## src/rtl/acc_alu_pkg.sv

```systemverilog
package acc_alu_pkg;

    localparam int BYTE_W = 8;
    localparam int WORD_W = 2 * BYTE_W;
    localparam int OP_W   = 5;
    localparam int NIB_W  = BYTE_W / 2;

    typedef logic [BYTE_W-1:0] byte_t;
    typedef logic [WORD_W-1:0] word_t;

    typedef enum logic [OP_W-1:0] {
        OP_ADD_B = 5'd0,
        OP_SUB_B = 5'd1,
        OP_ADD_W = 5'd2,
        OP_SUB_W = 5'd3,
        OP_ADD_T = 5'd4,
        OP_SUB_T = 5'd5,
        OP_INC_B = 5'd6,
        OP_DEC_B = 5'd7,
        OP_INC_W = 5'd8,
        OP_DEC_W = 5'd9,
        OP_AND_B = 5'd10,
        OP_OR_B  = 5'd11,
        OP_XOR_B = 5'd12,
        OP_AND_W = 5'd13,
        OP_OR_W  = 5'd14,
        OP_XOR_W = 5'd15,
        OP_CMP_B = 5'd16,
        OP_CMP_T = 5'd17,
        OP_CMP_W = 5'd18,
        OP_ROLC  = 5'd19,
        OP_RORC  = 5'd20,
        OP_DAA   = 5'd21,
        OP_DAS   = 5'd22
    } op_e;

    // flag bundle: negative, zero, overflow, carry
    typedef struct packed {
        logic n;
        logic z;
        logic v;
        logic c;
    } flag_t;

    // operand set presented to one adder lane
    typedef struct packed {
        word_t x;
        word_t y;
        logic  sub;
        logic  cin;
    } lane_in_t;

    localparam flag_t WE_ALL  = '{n: 1'b1, z: 1'b1, v: 1'b1, c: 1'b1};
    localparam flag_t WE_NZV  = '{n: 1'b1, z: 1'b1, v: 1'b1, c: 1'b0};
    localparam flag_t WE_NZ   = '{n: 1'b1, z: 1'b1, v: 1'b0, c: 1'b0};
    localparam flag_t WE_NZC  = '{n: 1'b1, z: 1'b1, v: 1'b0, c: 1'b1};
    localparam flag_t WE_NONE = '{n: 1'b0, z: 1'b0, v: 1'b0, c: 1'b0};

    function automatic lane_in_t mk_lane(word_t x, word_t y, logic sub, logic cin);
        lane_in_t l;
        l.x   = x;
        l.y   = y;
        l.sub = sub;
        l.cin = cin;
        return l;
    endfunction

    // nibble above decimal range
    function automatic logic nib_over(logic [NIB_W-1:0] nib);
        return nib > NIB_W'(9);
    endfunction

endpackage

```

## src/rtl/acc_alu_addsub.sv

```systemverilog
module acc_alu_addsub #(
    parameter int W = 8
) (
    input  logic [W-1:0] x_i,
    input  logic [W-1:0] y_i,
    input  logic         sub_i,
    input  logic         cin_i,
    output logic [W-1:0] sum_o,
    output logic         cy_o,
    output logic         ovf_o
);
    logic [W-1:0] y_eff;
    logic         c_eff;
    logic [W:0]   full;

    always_comb begin
        // subtract as x + ~y + ~borrow; carry out inverted is the borrow
        y_eff = sub_i ? ~y_i : y_i;
        c_eff = sub_i ? ~cin_i : cin_i;
        full  = {1'b0, x_i} + {1'b0, y_eff} + {{W{1'b0}}, c_eff};
        sum_o = full[W-1:0];
        cy_o  = sub_i ? ~full[W] : full[W];
        ovf_o = (x_i[W-1] == y_eff[W-1]) && (sum_o[W-1] != x_i[W-1]);
    end
endmodule

```

## src/rtl/acc_alu_logic.sv

```systemverilog
module acc_alu_logic
    import acc_alu_pkg::*;
(
    input  op_e   op_i,
    input  word_t a_i,
    input  word_t t_i,
    input  byte_t opnd_i,
    input  logic  c_i,
    output word_t res_o,
    output logic  rot_c_o
);
    byte_t al;
    byte_t ah;

    always_comb begin
        al      = a_i[BYTE_W-1:0];
        ah      = a_i[WORD_W-1:BYTE_W];
        res_o   = a_i;
        rot_c_o = c_i;
        unique case (op_i)
            OP_AND_B: res_o = {ah, al & opnd_i};
            OP_OR_B:  res_o = {ah, al | opnd_i};
            OP_XOR_B: res_o = {ah, al ^ opnd_i};
            OP_AND_W: res_o = a_i & t_i;
            OP_OR_W:  res_o = a_i | t_i;
            OP_XOR_W: res_o = a_i ^ t_i;
            OP_ROLC: begin
                res_o   = {ah, al[BYTE_W-2:0], c_i};
                rot_c_o = al[BYTE_W-1];
            end
            OP_RORC: begin
                res_o   = {ah, c_i, al[BYTE_W-1:1]};
                rot_c_o = al[0];
            end
            default: ;
        endcase
    end
endmodule

```

## src/rtl/acc_alu_decadj.sv

```systemverilog
module acc_alu_decadj
    import acc_alu_pkg::*;
(
    input  byte_t al_i,
    input  logic  c_i,
    input  logic  sub_i,
    output byte_t res_o,
    output logic  cy_o,
    output logic  ovf_o
);
    localparam byte_t LO_FIX  = byte_t'(8'h06);
    localparam byte_t HI_FIX  = byte_t'(8'h60);
    localparam byte_t DEC_MAX = byte_t'(8'h99);

    byte_t adj;
    logic  hi_need;

    always_comb begin
        hi_need = sub_i ? c_i : (c_i || (al_i > DEC_MAX));
        adj     = (nib_over(al_i[NIB_W-1:0]) ? LO_FIX : '0)
                | (hi_need ? HI_FIX : '0);
        res_o   = sub_i ? (al_i - adj) : (al_i + adj);
        cy_o    = hi_need;
        // adj never has its top bit set
        ovf_o   = sub_i ? ( al_i[BYTE_W-1] && !res_o[BYTE_W-1])
                        : (!al_i[BYTE_W-1] &&  res_o[BYTE_W-1]);
    end
endmodule

```

## src/rtl/acc_alu_top.sv

```systemverilog
module acc_alu_top
    import acc_alu_pkg::*;
(
    input  logic [15:0] a_i,
    input  logic [15:0] t_i,
    input  logic [7:0]  opnd_i,
    input  logic        c_i,
    input  logic [4:0]  op_i,
    output logic [15:0] res_o,
    output logic        n_o,
    output logic        z_o,
    output logic        v_o,
    output logic        c_o,
    output logic        n_we_o,
    output logic        z_we_o,
    output logic        v_we_o,
    output logic        c_we_o
);
    localparam int LANES = 2;

    op_e      op;
    byte_t    al;
    byte_t    ah;
    byte_t    tl;
    lane_in_t lane_b;
    lane_in_t lane_w;

    word_t byte_res;
    logic  byte_cy;
    logic  byte_ov;
    word_t word_res;
    logic  word_cy;
    logic  word_ov;

    word_t lg_res;
    logic  lg_c;
    byte_t dec_res;
    logic  dec_c;
    logic  dec_v;

    word_t res;
    word_t src;
    logic  wide;
    logic  v_val;
    logic  c_val;
    flag_t we;

    assign op = op_e'(op_i);
    assign al = a_i[BYTE_W-1:0];
    assign ah = a_i[WORD_W-1:BYTE_W];
    assign tl = t_i[BYTE_W-1:0];

    // operand steering for both adder lanes
    always_comb begin
        lane_b = mk_lane(word_t'(al), word_t'(opnd_i), 1'b0, 1'b0);
        lane_w = mk_lane(a_i, t_i, 1'b0, 1'b0);
        unique case (op)
            OP_ADD_B: lane_b = mk_lane(word_t'(al), word_t'(opnd_i), 1'b0, c_i);
            OP_SUB_B: lane_b = mk_lane(word_t'(al), word_t'(opnd_i), 1'b1, c_i);
            OP_ADD_T: lane_b = mk_lane(word_t'(al), word_t'(tl), 1'b0, c_i);
            OP_SUB_T: lane_b = mk_lane(word_t'(tl), word_t'(al), 1'b1, c_i);
            OP_INC_B: lane_b = mk_lane(word_t'(opnd_i), word_t'(1), 1'b0, 1'b0);
            OP_DEC_B: lane_b = mk_lane(word_t'(opnd_i), word_t'(1), 1'b1, 1'b0);
            OP_CMP_B: lane_b = mk_lane(word_t'(al), word_t'(opnd_i), 1'b1, 1'b0);
            OP_CMP_T: lane_b = mk_lane(word_t'(tl), word_t'(al), 1'b1, 1'b0);
            OP_ADD_W: lane_w = mk_lane(a_i, t_i, 1'b0, c_i);
            OP_SUB_W: lane_w = mk_lane(t_i, a_i, 1'b1, c_i);
            OP_INC_W: lane_w = mk_lane(a_i, word_t'(1), 1'b0, 1'b0);
            OP_DEC_W: lane_w = mk_lane(a_i, word_t'(1), 1'b1, 1'b0);
            OP_CMP_W: lane_w = mk_lane(t_i, a_i, 1'b1, 1'b0);
            default: ;
        endcase
    end

    // one adder per width: lane 0 is byte wide, lane 1 word wide
    for (genvar g = 0; g < LANES; g++) begin : g_lane
        localparam int LW = BYTE_W << g;
        logic [LW-1:0] x;
        logic [LW-1:0] y;
        logic [LW-1:0] s;
        logic          sb;
        logic          ci;
        logic          cy;
        logic          ov;

        if (LW < WORD_W) begin : g_narrow
            assign x  = lane_b.x[LW-1:0];
            assign y  = lane_b.y[LW-1:0];
            assign sb = lane_b.sub;
            assign ci = lane_b.cin;
            assign byte_res = {a_i[WORD_W-1:LW], s};
            assign byte_cy  = cy;
            assign byte_ov  = ov;
        end else begin : g_full
            assign x  = lane_w.x;
            assign y  = lane_w.y;
            assign sb = lane_w.sub;
            assign ci = lane_w.cin;
            assign word_res = s;
            assign word_cy  = cy;
            assign word_ov  = ov;
        end

        acc_alu_addsub #(.W(LW)) u_add (
            .x_i   (x),
            .y_i   (y),
            .sub_i (sb),
            .cin_i (ci),
            .sum_o (s),
            .cy_o  (cy),
            .ovf_o (ov)
        );
    end

    acc_alu_logic u_logic (
        .op_i    (op),
        .a_i     (a_i),
        .t_i     (t_i),
        .opnd_i  (opnd_i),
        .c_i     (c_i),
        .res_o   (lg_res),
        .rot_c_o (lg_c)
    );

    acc_alu_decadj u_dec (
        .al_i  (al),
        .c_i   (c_i),
        .sub_i (op == OP_DAS),
        .res_o (dec_res),
        .cy_o  (dec_c),
        .ovf_o (dec_v)
    );

    // result and flag selection per operation
    always_comb begin
        res   = a_i;
        src   = a_i;
        wide  = 1'b0;
        v_val = 1'b0;
        c_val = c_i;
        we    = WE_NONE;
        unique case (op)
            OP_ADD_B, OP_SUB_B, OP_ADD_T, OP_SUB_T: begin
                res = byte_res; src = byte_res;
                v_val = byte_ov; c_val = byte_cy; we = WE_ALL;
            end
            OP_INC_B, OP_DEC_B: begin
                res = byte_res; src = byte_res;
                v_val = byte_ov; we = WE_NZV;
            end
            OP_ADD_W, OP_SUB_W: begin
                res = word_res; src = word_res; wide = 1'b1;
                v_val = word_ov; c_val = word_cy; we = WE_ALL;
            end
            OP_INC_W, OP_DEC_W: begin
                res = word_res; src = word_res; wide = 1'b1;
                we = WE_NZ;
            end
            OP_AND_B, OP_OR_B, OP_XOR_B: begin
                res = lg_res; src = lg_res; we = WE_NZV;
            end
            OP_AND_W, OP_OR_W, OP_XOR_W: begin
                res = lg_res; src = lg_res; wide = 1'b1; we = WE_NZV;
            end
            OP_CMP_B, OP_CMP_T: begin
                src = byte_res; v_val = byte_ov; c_val = byte_cy; we = WE_ALL;
            end
            OP_CMP_W: begin
                src = word_res; wide = 1'b1;
                v_val = word_ov; c_val = word_cy; we = WE_ALL;
            end
            OP_ROLC, OP_RORC: begin
                res = lg_res; src = lg_res; c_val = lg_c; we = WE_NZC;
            end
            OP_DAA, OP_DAS: begin
                res = {ah, dec_res}; src = {ah, dec_res};
                v_val = dec_v; c_val = dec_c; we = WE_ALL;
            end
            default: ;
        endcase
    end

    assign res_o  = res;
    assign n_o    = we.n & (wide ? src[WORD_W-1] : src[BYTE_W-1]);
    assign z_o    = we.z & (wide ? (src == '0) : (src[BYTE_W-1:0] == '0));
    assign v_o    = we.v & v_val;
    assign c_o    = we.c ? c_val : c_i;
    assign n_we_o = we.n;
    assign z_we_o = we.z;
    assign v_we_o = we.v;
    assign c_we_o = we.c;

endmodule

```

## config.mk

```make
export PLATFORM = sky130hd
export DESIGN_NAME = acc_alu_top
export DESIGN_NICKNAME = d
export VERILOG_FILES = /design/src/rtl/acc_alu_pkg.sv /design/src/rtl/acc_alu_addsub.sv /design/src/rtl/acc_alu_logic.sv /design/src/rtl/acc_alu_decadj.sv /design/src/rtl/acc_alu_top.sv
export SDC_FILE = /design/constraint.sdc
export NUM_CORES = 1
export LEC_CHECK = 0
export ABC_AREA = 1
export BUFFER_PORTS_ARGS = -buffer_cell sky130_fd_sc_hd__buf_2
export CORE_ASPECT_RATIO = 1.1
export CORE_MARGIN = 5
export CORE_UTILIZATION = 29
export DETAILED_ROUTE_END_ITERATION = 8
export SLEW_MARGIN = 10
export SYNTH_ARGS = -nofsm -noshare
export SYNTH_HDL_FRONTEND = slang
export SYNTH_HIERARCHICAL = 1
export SYNTH_SLANG_ARGS = --single-unit
```

## constraint.sdc

```tcl
create_clock -name vclk -period 19.2
set_clock_uncertainty 0.15 [all_clocks]
set_input_delay 3.84 -clock vclk [all_inputs]
set_output_delay 3.84 -clock vclk [all_outputs]
set_load 0.1 [all_outputs]
```

==> Word-level counts from Yosys, hierarchy flattened <==
Index checks and enable logic that the tools add are counted.
{ "word_totals": {"memories": 0, "out_inout_bits": 24, "word_cells": 97, "mem_bits_ro": 0, "regBits": 0, "ramBits": 0, "inputBits": 46, "latch_bits": 0} }
{ "classes": {"muxes": 24, "add_sub_neg": 6, "shifts": 0, "magnitude_cmp": 2, "div": 0, "bitwise": 16, "mul": 0, "n_reduce_logical": 23, "n_eq_ne": 26} }
{ "ops": {"columns": ["cell", "count"], "rows": [
  ["26-bit one-hot mux with 8 select lines", 1],
  ["34-bit one-hot mux with 5 select lines", 1],
  ["16-bit one-hot mux with 4 select lines", 2],
  ["16-bit one-hot mux with 8 select lines", 1],
  ["5-bit by 4-bit equality test with 1-bit output (second input constant)", 8],
  ["5-bit equality test (second input constant)", 7],
  ["8-bit OR reduction", 4],
  ["5-bit by 3-bit equality test with 1-bit output (second input constant)", 4],
  ["16-bit by 16-bit adder with 17-bit output", 1],
  ["17-bit by 1-bit adder with 17-bit output", 1],
  ["16-bit AND", 1],
  ["16-bit logical NOT", 1],
  ["16-bit two-way mux", 1],
  ["8-bit two-way mux", 2],
  ["16-bit inverter", 1],
  ["16-bit OR", 1],
  ["8-bit OR", 2],
  ["4-bit one-hot mux with 4 select lines", 1],
  ["16-bit XOR", 1],
  ["6-bit OR reduction", 2],
  ["11-bit OR reduction", 1],
  ["5-bit by 2-bit equality test with 1-bit output (second input constant)", 2],
  ["1-bit two-way mux", 10],
  ["8-bit by 8-bit adder with 9-bit output", 1],
  ["27 further kinds", 40]
]} }

==> Longest topological paths before layout <==
Gate-level depths: netlist of the first run.
{ "depth": {"word_depth": 12, "mapped_depth": 33, "ltp_nobuf": 29} }

==> Cells and area by module <==
Netlist of the first run, hierarchy kept.
{ "modules_own_cells": {"columns": ["mod", "area_each_um2", "instances", "seq_area_each_um2", "cells_each"], "rows": [
  ["acc_alu_logic", 1868.0, 1, 0.0, 332],
  ["acc_alu_top", 1689.1, 1, 0.0, 347],
  ["acc_alu_addsub at g_lane[1].u_add", 1048.5, 1, 0.0, 176],
  ["acc_alu_addsub at g_lane[0].u_add", 461.7, 1, 0.0, 74],
  ["acc_alu_decadj", 456.7, 1, 0.0, 74]
]} }

==> Worst setup path before layout of the first run <==
No wires, ideal clock.
{ "synth_timing": {"kind": "input -> output", "start": "input op_i[0]", "end": "output z_o", "path_slack_ns": 6.278, "arrival_ns": 8.932, "required_ns": 15.210, "path_stages": 32, "path_buffers": 4, "cell_sequence": "inv_1 > nand2_1 > inv_1 > nand2_1 > nor2_1 > inv_2 > buf_2 > nand2_2 > inv_2 > buf_2 > nand2_1 > buf_4 > buf_2 > xor2_1 > fa_1 > fa_1 > nand3_1 > nand2_1 > a21o_1 > nand2_1 > nand2_1 > nand2_1 > nand2_1 > nor4_1 > nand2_1 > nand2_1 > inv_1 > nor2_1 > nand2_1 > nor2_1 > nand2_1 > a21oi_1"} }
{ "synth_rtl": {"columns": ["element", "line", "source"], "rows": [
  ["from (decl)", "acc_alu_top.sv:8", "input logic [4:0] op_i,"],
  ["to (decl)", "acc_alu_top.sv:11", "output logic z_o,"]
]} }

==> results of run 1 <==
## worst max-delay path: stages
cell and delay, ps:
buf_2 330, nor2_2 120, nand2_1 100, nor2_1 60, inv_2 170, nand2_2 350, inv_2 340, nand2_1 570
xor2_1 360, fa_1 470, fa_1 410, nand3_1 80, nand2_1 100, a21o_1 220, nand2_1 100, nand2_1 50
nand2_1 50, nand2_1 60, nor4_1 260, nand2_1 70, nand2_1 60, inv_1 40, nor2_1 90, nand2_1 50
nor2_1 90, nand2_1 50, a21oi_1 120, buf_2 440
## Yosys cell counts (all sizes together) (8+ instances only)
cell type,count,area [µm²]
a21oi,28,148
buf,23,144
ha,78,976
inv,154,578
nand2,344,1330
nand3,89,483
nand3b,10,75.1
nand4,21,131
nor2,86,400
nor3,8,50.1
o2111ai,8,70.1
o211ai,9,67.6
o21ai,52,268
o221ai,8,70.1
xor2,43,384
## cell families after synthesis
group	after synthesis	share of synthesized area
AO/OA/AOI/OAI	129	0.145
XOR/XNOR	46	0.0743
adder cells (fa/ha/maj)	82	0.191
buffers and inverters	180	0.133
AND/OR/NAND/NOR	566	0.457
## power by group through the flow
stage / clock (W) / sequential, W / combinational (W)
after CTS: 0 / 0 / 0.000281
after global placement: 0 / 0 / 0.000279
after detailed placement: 0 / 0 / 0.000280
after floorplan: 0 / 0 / 0.000215
after global routing: 0 / 0 / 0.000308
final: 0 / 0 / 0.000281
## placed cells by master (no fill, tap or decap), types with 3 or more instances in the layout
| cell type | synthesis | layout |
|---|---|---|
| nand2_1 | 329 | 329 |
| inv_1 | 146 | 146 |
| nand3_1 | 83 | 83 |
| ha_1 | 78 | 78 |
| nor2_1 | 72 | 72 |
| buf_2 | 13 | 70 |
| o21ai_0 | 44 | 43 |
| xor2_1 | 42 | 42 |
| a21oi_1 | 26 | 26 |
| nand4_1 | 21 | 21 |
| nand2_2 | 14 | 14 |
| nand3b_1 | 10 | 10 |
| nor2_2 | 9 | 9 |
| o211ai_1 | 9 | 9 |
| inv_2 | 8 | 8 |
| o2111ai_1 | 8 | 8 |
| o221ai_1 | 8 | 8 |
| o22ai_1 | 7 | 7 |
| o21ai_1 | 6 | 7 |
| nor3_1 | 6 | 6 |
| nand3_2 | 5 | 5 |
| nor4_1 | 5 | 5 |
| a21boi_1 | 4 | 4 |
| fa_1 | 4 | 4 |
| a21o_1 | 4 | 4 |
| nor2_4 | 3 | 3 |
| a221oi_1 | 3 | 3 |
| a22oi_1 | 3 | 3 |
| xnor2_1 | 3 | 3 |
## worst max-delay path by stage
stage                        from  end  slack, ps
after floorplan           op_i[0]  z_o       6280
after global placement    op_i[2]  z_o       6240
after detailed placement  op_i[2]  z_o       6190
after CTS                 op_i[2]  z_o       6170
after global routing      op_i[2]  z_o       5600
final                     op_i[2]  z_o       6110
## routing by layer
metal / share of wire / up-vias
met3: 0.071 / 39
met2: 0.47 / 265
met1: 0.43 / 2951
met5: 0 / -
li1: - / 3348
met4: 0.033 / 0
## through the flow
step / instance area, µm² / total power [W]
after detailed placement: 6050 / 0.000280
after CTS: 6050 / 0.000281
final: 6050 / 0.000281
after global routing: 6050 / 0.000308
after global placement: 6050 / 0.000279
after floorplan: 5520 / 0.000215
## final cells by class
type                       count  area, µm²  area share
inverter                     155        582      0.0962
tap                          247        309      0.0511
timing repair buffer          72        365      0.0604
multi-input combinational    823       4790       0.792
==> reports/results.ini, run 1 <==
[run_status]
status=completed

[layout]
drive_gt1_frac=0.117
seq_cells=0
final_cells=1297
fin_nets=1180
fillers=2147
final_util=0.320
area_growth_syn_to_layout_pct=9.47
seqCellArea_um2=0
nClkBuffers=0
n_antenna_cell=0

[timing]
final_max_slew_viol_count=0
finalCriticalPeriod_ps=13090
finalCritPeriodShare=0.682
final.hold.worst_slack_ps=8190
fin_setup_tns_ps=0
rsz0062_at_grt=false
hold_viol=0
tightest_slew_ps=952
setup_slack_ps=6110
finalSetupViolations=0
relSlewSlack=0.363
fmax_ghz=0.0764

[worst_hold_path]
min_path_type=primary input to output port
hold_path_startpoint=a_i[12]
whs_endpoint=res_o[12]
hold_depth=4

[clock_tree]
cts-resized-gates=0
cts_hold_buffers=0
cts_setup_buffers=0

[floorplanning]
start_util=0.292
row_count=53
io_pins=70
die_h_um=155
core_area_mm2=0.0189
die_area_mm2=0.0219
die_x_um=142

[drt]
dr.pass1.iters=5
wl_per_cell_um=15.5
drtIter0Drc=635
antenna_left=0
viasPerCell=5.09
totalWireLength_um=20100
drc=0
vias=6603

[global_routing]
grt_pass1_wl_um=32000
grt_pass1_vias=6133
grt_busiest_layer=met2
use_met2=0.300
track_usage=0.177
globalRouteOverflowTotal=0
antenna_found_initial=0
grt_use_met3=0.0139
grt_max_degree=35
grt_util_met1=0.237

[yosys]
synth-seq-area-share=0
synth_area_per_cell_um2=5.51
syn_nets=1131
yosysWarnings=6
yosysUniqueCellTypes=47
netlist_area_mm2=0.00552
syn_inst=1003

[power]
power_frac_comb=1.000
ir_drop_uv=52.6
power.leakage_nw=3.54
power.density_mw_per_mm2=46.5
p_seq_frac=0
p_clk_frac=0
netSwitchingFraction=0.740
intPower_w=0.0000732
switchingPower_w=0.000208

[critical_path]
critical_path.max_fanout=34
cp-start-kind=primary input
path_class=primary input to output port
worstSetupEndpointType=output port
cp.arrival_ps=9100
critPathRequiredTime_ps=15210

[placement]
placed_cells=1297
place.gp.congestion=0.957
hpwl_um=16300
port-buffer-count=70
post-place-ws_ps=6190

[job]
max_cap_violations=0

Power figures use the tool's default switching activity.
==> run 2, diff against run 1 <==
==> constraint.sdc (replaced) <==
create_clock -name vclk -period 10.7
set_clock_uncertainty 0.15 [all_clocks]
set_input_delay 2.14 -clock vclk [all_inputs]
set_output_delay 2.14 -clock vclk [all_outputs]
set_load 0.1 [all_outputs]
==> run 2 against run 1 <==
Compared with the run above: worst setup slack lost 4900 ps; die area unchanged; cell count hardly changed; non-clock buffer count grew 1; final area is 0.12% higher; combinational power is 81% higher; largest cell class unchanged; highest routed layer unchanged.
==> reports/results.ini, run 2 (synthesis results as in run 1) <==
[timing]
final_max_slew_viol_count=0  ; unchanged
tightest_slew_ps=953  ; was 952 ps
finalCritPeriodShare=0.890
fin_setup_tns_ps=0  ; unchanged
hold_viol=0  ; unchanged
fmax_ghz=0.105
finalCriticalPeriod_ps=9520
finalSetupViolations=0  ; unchanged
rsz0062_at_grt=false  ; unchanged
relSlewSlack=0.363  ; about the same

[drt]
antenna_left=0  ; unchanged
dr.pass1.iters=5  ; unchanged
vias=6626  ; was 6603
wl_per_cell_um=15.7  ; was 15.5 µm
drtIter0Drc=503  ; was 635
totalWireLength_um=20400  ; was 20100 µm
viasPerCell=5.10  ; was 5.09
drc=0  ; unchanged

[layout]
seqCellArea_um2=0  ; unchanged
n_antenna_cell=0  ; unchanged
nClkBuffers=0  ; unchanged
final_common_cell=nand2_1  ; unchanged
fillers=2184  ; was 2147
multi_input_area_mm2=0.00479  ; unchanged
area_growth_syn_to_layout_pct=9.60  ; was 9.47%
final_cell_mix=329 x nand2_1, 146 x inv_1, 83 x nand3_1  ; unchanged
drive_gt1_frac=0.118  ; was 0.117
seq_cells=0  ; unchanged
final_cells=1298  ; was 1297
fin_nets=1181  ; was 1180

[worst_hold_path]
min_path_type=primary input to output port  ; unchanged
hold_depth=4  ; unchanged

[power]
p_clk_frac=0  ; about the same
p_seq_frac=0  ; about the same
ir_drop_uv=79.0  ; was 52.6 µV
switchingPower_w=0.000376  ; was 0.000208 W
power.leakage_nw=3.54  ; about the same
netSwitchingFraction=0.741  ; was 0.740
power.density_mw_per_mm2=83.9  ; was 46.5 mW/mm²
power_frac_comb=1.000  ; about the same
intPower_w=0.000132  ; was 0.0000732 W

[critical_path]
critical_path.max_fanout=34  ; unchanged
cp.arrival_ps=7230  ; was 9100 ps
path_class=primary input to output port  ; unchanged
cpMostUsedCell=nand2_1  ; unchanged
crit_slowest_cell=fa_1  ; was nand2_1
critical-path-max-stage-delay_ps=450  ; was 570 ps
cp-start-kind=primary input  ; unchanged
critPathRequiredTime_ps=8410  ; was 15210 ps
worstSetupEndpointType=output port  ; unchanged

[placement]
placed_cells=1298  ; was 1297
hpwl_um=16400  ; was 16300 µm
place.gp.congestion=0.943  ; was 0.957
port-buffer-count=70  ; unchanged

[global_routing]
grt_max_degree=35  ; unchanged
grt_util_met1=0.239  ; was 0.237
use_met2=0.298  ; was 0.300
grt_pass1_vias=6248  ; was 6133
grt_busiest_layer=met2  ; unchanged
grt_use_met3=0.0152  ; was 0.0139
track_usage=0.179  ; was 0.177
globalRouteOverflowTotal=0  ; unchanged
grt_pass1_wl_um=32300  ; was 32000 µm
antenna_found_initial=0  ; unchanged

[floorplanning]
core_area_mm2=0.0189  ; unchanged
die_h_um=155  ; unchanged
die_x_um=142  ; unchanged
die_area_mm2=0.0219  ; unchanged
io_pins=70  ; unchanged
row_count=53  ; unchanged
start_util=0.292  ; unchanged

[clock_tree]
cts_setup_buffers=0  ; unchanged
cts-resized-gates=0  ; unchanged
cts_hold_buffers=0  ; unchanged

[job]
max_cap_violations=0  ; unchanged

[run_status]
status=completed  ; unchanged

run 2: cell count changes in the layout (fill, tap and decap cells not counted), sizes merged:
cell | previous run | this run
buf | 72 | 73
run 2: final cells by class:
type	count	area share
timing repair buffer	73	0.0616
inverter	155	0.0961
multi-input combinational	823	0.791
tap	247	0.0510
run 2: per-layer routing:
metal,part of all wire,up-vias
li1,-,3345
met1,0.44,2978
met2,0.45,253
met3,0.064,50
met4,0.044,0
met5,0,-
run 2: worst max-delay path, delay by kind of cell:
kind | cells | cell delay (ps)
simple gates | 18 | 2070
buf+inv | 6 | 1610
fa+ha+maj | 2 | 870
compound gates | 2 | 330
xor+xnor | 1 | 190
run 2: worst paths after layout:
check	start	endpoint
setup / recovery	op_i[2]	z_o
hold / removal	a_i[13]	res_o[13]
run 2: stage by stage:
stage / hold slack [ps] / instance area, µm² / setup WS [ps] / power (W) / utilization
after detailed placement: 4780 / 6050 / 1230 / 0.000504 / 0.320
after global routing: 4820 / 6050 / 573 / 0.000554 / 0.320
final: 4790 / 6050 / 1180 / 0.000508 / 0.320
after floorplan: 4700 / 5520 / 1180 / 0.000385 / -
after CTS: 4780 / 6050 / 1210 / 0.000506 / 0.320
after global placement: 4780 / 6050 / 1310 / 0.000502 / 0.320
run 2: power groups by stage:
stage / Sequential [W] / Combinational, W / Clock, W
after floorplan: 0 / 0.000385 / 0
after global placement: 0 / 0.000502 / 0
after detailed placement: 0 / 0.000504 / 0
after CTS: 0 / 0.000506 / 0
after global routing: 0 / 0.000554 / 0
final: 0 / 0.000508 / 0
